--- config.mk ---
export PLATFORM = sky130hd
export DESIGN_NAME = periph_clk_enable
export DESIGN_NICKNAME = d
export VERILOG_FILES = /design/src/rtl/pce_pkg.sv /design/src/rtl/pce_req_decode.sv /design/src/rtl/pce_enable_cell.sv /design/src/rtl/periph_clk_enable.sv
export SDC_FILE = /design/constraint.sdc
export NUM_CORES = 1
export LEC_CHECK = 0
export BUFFER_PORTS_ARGS = -buffer_cell sky130_fd_sc_hd__buf_2
export CORE_UTILIZATION = 40
export CTS_CLUSTER_SIZE = 14
export DETAILED_ROUTE_END_ITERATION = 12
export PLACE_DENSITY = 0.89
export REMOVE_ABC_BUFFERS = 1
export SYNTH_ARGS = -nofsm -noshare
export SYNTH_HDL_FRONTEND = slang
export SYNTH_SLANG_ARGS = --single-unit
--- constraint.sdc ---
create_clock -name clk -period 1 [get_ports clk]
set_clock_uncertainty 0.2 [all_clocks]
set_input_delay 0.05 -clock clk [delete_from_list [all_inputs] [get_ports clk]]
set_output_delay 0.05 -clock clk [all_outputs]
set_load 0.05 [all_outputs]
--- src/rtl/pce_pkg.sv ---
package pce_pkg;

    localparam int unsigned PCE_IDS = 32;

    typedef logic [PCE_IDS-1:0] pce_vec_t;

    typedef struct packed {
        pce_vec_t on_bits;
        pce_vec_t off_bits;
    } pce_req_t;

    // Next state of one enable flag: the off request dominates.
    function automatic logic pce_bit_next(input logic cur,
                                          input logic on_req,
                                          input logic off_req);
        logic nxt;
        if (off_req)
            nxt = 1'b0;
        else
            nxt = cur | on_req;
        return nxt;
    endfunction

endpackage

--- src/rtl/pce_req_decode.sv ---
module pce_req_decode
    import pce_pkg::*;
#(
    parameter pce_vec_t IMPL_MASK = 32'h0FFF_FFFC
) (
    input  logic     set_we,
    input  pce_vec_t set_wdata,
    input  logic     clr_we,
    input  pce_vec_t clr_wdata,
    output pce_req_t req
);

    always_comb begin
        req.on_bits  = set_we ? (set_wdata & IMPL_MASK) : '0;
        req.off_bits = clr_we ? (clr_wdata & IMPL_MASK) : '0;
    end

endmodule

--- src/rtl/pce_enable_cell.sv ---
module pce_enable_cell
    import pce_pkg::*;
(
    input  logic clk,
    input  logic rst,
    input  logic on_req,
    input  logic off_req,
    output logic en
);

    always_ff @(posedge clk) begin
        if (rst)
            en <= 1'b0;
        else
            en <= pce_bit_next(en, on_req, off_req);
    end

endmodule

--- src/rtl/periph_clk_enable.sv ---
module periph_clk_enable
    import pce_pkg::*;
#(
    parameter pce_vec_t IMPL_MASK = 32'h0FFF_FFFC
) (
    input  logic        clk,
    input  logic        rst,
    input  logic        set_we,
    input  logic [31:0] set_wdata,
    input  logic        clr_we,
    input  logic [31:0] clr_wdata,
    output logic [31:0] clk_en
);

    pce_req_t req;
    pce_vec_t en_q;

    pce_req_decode #(.IMPL_MASK(IMPL_MASK)) u_dec (
        .set_we    (set_we),
        .set_wdata (set_wdata),
        .clr_we    (clr_we),
        .clr_wdata (clr_wdata),
        .req       (req)
    );

    for (genvar i = 0; i < PCE_IDS; i++) begin : g_cell
        pce_enable_cell u_cell (
            .clk     (clk),
            .rst     (rst),
            .on_req  (req.on_bits[i]),
            .off_req (req.off_bits[i]),
            .en      (en_q[i])
        );
    end

    assign clk_en = en_q;

endmodule

## Word level (Yosys, flattened, before mapping)

Cells that the tools add are included.

- Register bits after elaboration: 32
- Bits of input ports: 68
- Word-level logic and storage cells: 98

- Reduce and logical (&&, ||, !) cells: 32
- Muxes and demuxes: 2
- Bitwise operators: 32

Operator list:

| cell | count |
|---|---|
| 2-bit OR reduction | 32 |
| 28-bit two-way mux | 2 |
| 1-bit bitwise OR | 28 |
| 1-bit bitwise OR (second input constant) | 4 |

## Logic depth before layout (Yosys ltp)

- Word-level depth: 2
- Mapped depth: 4
- Gate-level depth less buffers: 2

## Cells and area by module

A second synthesis with hierarchy kept.

- Cells, all modules: 165
- Area total of the unflattened synthesis: 1592.8 µm²

By module, submodules not included:

| module | times used | seq. area each (µm²) | area each (µm²) | cells an instance |
|---|---|---|---|---|
| pce_enable_cell | 32 | 20.0 | 33.8 | 3 |
| pce_req_decode | 1 | 0.0 | 511.7 | 69 |

## Worst setup path before layout

OpenSTA, ideal clock, no wires.

- Path type: input-to-reg
- Start: input port clr_we
- End: register g_cell[18].u_cell.en
- Stages on the path: 3
- Data arrival time: 0.552 ns
- Library setup time: 0.079 ns
- Setup slack: 0.169 ns
- Path through: buf_2 > clkbuf_4 > a211oi_2

- Word-level cells in the longest chain between the ends: 2

Ends and longest elaborated chain:

| what | line | text |
|---|---|---|
| start: declaration | periph_clk_enable.sv:10 | `input logic clr_we,` |
| 28-bit two-way mux | pce_req_decode.sv:15 | `req.off_bits = clr_we ? (clr_wdata & IMPL_MASK) : '0;` |
| 2-bit OR reduction (no source line) | - |  |
| end signal: assignment | pce_enable_cell.sv:15 | `en <= pce_bit_next(en, on_req, off_req);` |
| end: declaration | pce_enable_cell.sv:8 | `output logic en` |

No other way between the ends.
A chain may end at the register's enable or synchronous reset.

## Worst setup path in the final report

- Start: register g_cell[23].u_cell.en
- End: output port clk_en[23]

RTL lines:

| what | line | text |
|---|---|---|
| start: declaration | pce_enable_cell.sv:8 |  |
| start signal: assignment | pce_enable_cell.sv:15 |  |
| end: declaration | periph_clk_enable.sv:12 | `output logic [31:0] clk_en` |

No word-level cell between the ends.

==> summary.md <==
The floorplan has 20 rows. The tools report the highest ir drop seen on vdd as 628 uV. For this run, the detailed router's first-pass iteration total came to 3. The worst setup slack after placement was 0.0381 ns; the detail-routed via count per cell was 4.71. Buffers inserted during clock tree synthesis total 3. The count of state elements after synthesis came out at 26.

The tools report the endpoint class of the critical path as an output port. The register clock-pin slew on the reported worst setup and hold paths was 0.15 ns; the number of maximum-capacitance violations was 0. The largest individual stage delay along the critical path comes from the cell sky130_fd_sc_hd__dfxtp_2.

After detailed routing, the number of remaining DRC violations is 0. The final worst-path setup slack was -0.119 ns; the required time of the critical path was 0.75 ns. The switching part of the total power came out at 33.8%. After detailed placement, the design holds a cell count of 215. The cell sitting at the root of the clock tree is a sky130_fd_sc_hd__clkbuf_4. By instance count, the leading cell after synthesis is sky130_fd_sc_hd__buf_4. After detailed placement, the total cell area comes to 0.00160 mm^2.

Per-cell routed wire length: 17.0 um. Count of placed standard cells in the final layout, fillers left out: 291. The run gives 0.87 ns as the arrival time at the worst endpoint.

Launching element type of the critical path: a register. Input and output buffers added on the ports amount to 81. After synthesis, the most frequently instantiated cells are 33 x sky130_fd_sc_hd__buf_4, 26 x sky130_fd_sc_hd__dfxtp_1, 20 x sky130_fd_sc_hd__a211oi_2, 20 x sky130_fd_sc_hd__a21oi_2. g_cell.u_cell.en holds more flip-flops than any other register. The critical path is of the reg2out type. The total number of yosys warnings was 0; the combinational cell fraction of total power was 39.9%. Counting along the longest clock path gives a buffer depth of 2.

The period utilization is 112%. For this design the top-level I/O count stands at 100. The logs give 43.2% for the proportion of power drawn by flip-flops and latches and 0 for the number of pins exceeding their max-slew limit in the final report. Summed over all failing endpoints, the final setup total negative slack is -2.30 ns. The tools report the post-synthesis sequential area ratio as 38.5%. The logs give 0.00263 mm^2 for the final cell area excluding filler cells and 60 for the detailed router's first-iteration violation count. The register with the most flip-flops in the layout has 26 of them.

For this run, the leading register cell type out of synthesis is sky130_fd_sc_hd__dfxtp_1. The routed design has 4.93 mm of wire. The tools report the global router's overall resource usage as 26.7%.

The run finished, with violations left. The number of failing hold endpoints at the final stage is 26, and the initial core utilization is 43.2%. The total overflow left after global routing is 0. The share of synthesized area in the top cell type comes to 38.5%. First-pass GRT wire length: 6.96 mm.

The mean cell area of the mapped netlist is 11.3 um^2. The layout-stage area growth over the synthesis result was 94.5%. The cell family contributing the most delay on the critical path is flip-flops.

The hold buffer count at cts was 52. TritonCTS built the clock tree. The largest registers in the layout are g_cell.u_cell.en (26). The floorplan step set the die height to 60.1 um. The floorplan step defined a die boundary enclosing 0.00361 mm^2. The minimum period implied by the final worst setup slack works out to 1.12 ns.

Of all cell types, the one taking the most synthesized area is sky130_fd_sc_hd__dfxtp_1. The tools report the number of distinct library cell variants in the gate-level netlist after synthesis as 11. The logs give 0.00313 mm^2 for the area of the core and 0.00135 mm^2 for the cell area after synthesis.

Internal power comes to 1.78 mW. The net count of the finished layout is 317. The clock network accounts for 16.9% of the total power.

The leakage power of the design is 1.12 nW, and the biggest fanout along the worst timing path is 2. The tools report the remaining number of nets flagged by the antenna check after routing as 0. The checks that failed: negative hold slack, negative setup slack.

Traced cell by cell, the critical path runs through buf_8. Path category of the worst min-delay check: in2reg. The run gives 1 as the H-tree depth.

By area the synthesized netlist is led by sky130_fd_sc_hd__dfxtp_1 39%, sky130_fd_sc_hd__a211oi_2 19%, sky130_fd_sc_hd__buf_4 18%, sky130_fd_sc_hd__a21oi_2 13%, sky130_fd_sc_hd__a211oi_1 3.3%. The pin count of the biggest net entering global routing is 18. Setup violations remaining at the end of the flow were counted as 28.

Counting flops with an async set or reset pin after synthesis yields a share of 0%. CTS saw 26 sinks. Dividing total power by cell area gives a power density of 1020 mW/mm^2. Clock latency on the worst-skew pair, taken at its later pin, is 0.32 ns.

For this run, the slowest stage of the critical path takes 0.39 ns. The total net switching power is 0.907 mW, and the total half-perimeter wirelength after legalization and detailed placement is 2.07 mm. The number of synthesized flops with an enable pin works out to 0. Timing would allow up to 894 MHz.

The congestion estimate from routability-driven global placement came to 0.654. Setup repair after global routing could not meet its margin everywhere. 0 antenna diodes ended up in the layout. The logs give -0.134 ns for the final hold slack and 0 for the initial antenna violation count. The number of global-route vias before repair is 1,528, and the share of final-layout standard cells stronger than drive strength 1 is 74.1%. The post-synthesis instance total is 120. The buffering stage count on the worst path with inverters included came out at 1. The tools report the routed via count as 1,370. The overall die width was 60.1 um.
-- through the flow --
stage | hold WS (ns) | util [%] | power (mW)
after floorplan | -0.0854 | - | 1.53
after global placement | 0.0313 | 51.1 | 1.82
after detailed placement | 0.0423 | 51.1 | 1.83
after CTS | -0.146 | 81.6 | 2.60
after global routing | -0.149 | 84.0 | 2.82
final | -0.134 | 84.0 | 2.69
-- layout make-up --
class,count,area [um^2]
Clock buffer,3,22.5
Fill cell,163,499
Multi-Input combinational cell,58,551
Sequential cell,26,558
Tap cell,44,55.1
Timing Repair Buffer,160,1440
-- cells in the final DEF (no fill, tap or decap) --
cell                            instances
sky130_fd_sc_hd__dfxtp_4                2
sky130_fd_sc_hd__a211oi_1               2
sky130_fd_sc_hd__buf_4                 21
sky130_fd_sc_hd__dlygate4sd3_1         52
sky130_fd_sc_hd__dfxtp_2               24
sky130_fd_sc_hd__conb_1                 6
sky130_fd_sc_hd__a211oi_2              24
sky130_fd_sc_hd__clkbuf_4               3
sky130_fd_sc_hd__buf_6                  3
sky130_fd_sc_hd__buf_2                 55
sky130_fd_sc_hd__a21oi_2               22
sky130_fd_sc_hd__buf_12                 4
sky130_fd_sc_hd__a21oi_1                4
sky130_fd_sc_hd__buf_8                 25
-- path summary, 6_finish.rpt --
kind | startpoint | endpoint | slack, ns | cells past startpoint
setup reg to reg | g_cell[22].u_cell.en | g_cell[22].u_cell.en | 0 | 3
hold reg to reg | g_cell[8].u_cell.en | g_cell[8].u_cell.en | 0.39 | 2
setup / recovery | g_cell[23].u_cell.en | clk_en[23] | -0.12 | 1
hold / removal | clr_we | g_cell[19].u_cell.en | -0.13 | 2
-- kinds of logic (layout without fill, tap and decap cells) --
| family | count (synthesis) | in the layout | share of synthesized area [%] |
|---|---|---|---|
| compound gates | 52 | 52 | 37.0 |
| buf+inv | 41 | 163 | 24.2 |
| flops | 26 | 26 | 38.5 |
| other cells | 1 | 6 | 0.278 |
-- routing by layer --
metal / part of all wire, % / routed length (um) / track usage (%)
met1: 37 / 1840 / 26.3
met5: 0 / 0 / 0
met4: 2.4 / 120 / 11.0
met2: 55 / 2700 / 53.2
met3: 5.7 / 279 / 4.76
-- power groups by stage --
stage	clock (mW)	combinational (mW)	sequential (mW)
6_report	0.453	1.07	1.16
5_1_grt	0.530	1.12	1.17
4_1_cts	0.448	1.00	1.16
3_5_place_dp	0	0.679	1.15
3_3_place_gp	0	0.669	1.15
2_1_floorplan	0	0.169	1.36
-- what timing repair did --
item	CTS	global route
endpoints found under the setup margin	26	39
buffers inserted	18	3
gates resized for setup	99	14
pin swaps	0	11
hold endpoints to repair	26	26
(Power assumes the default switching activity.)
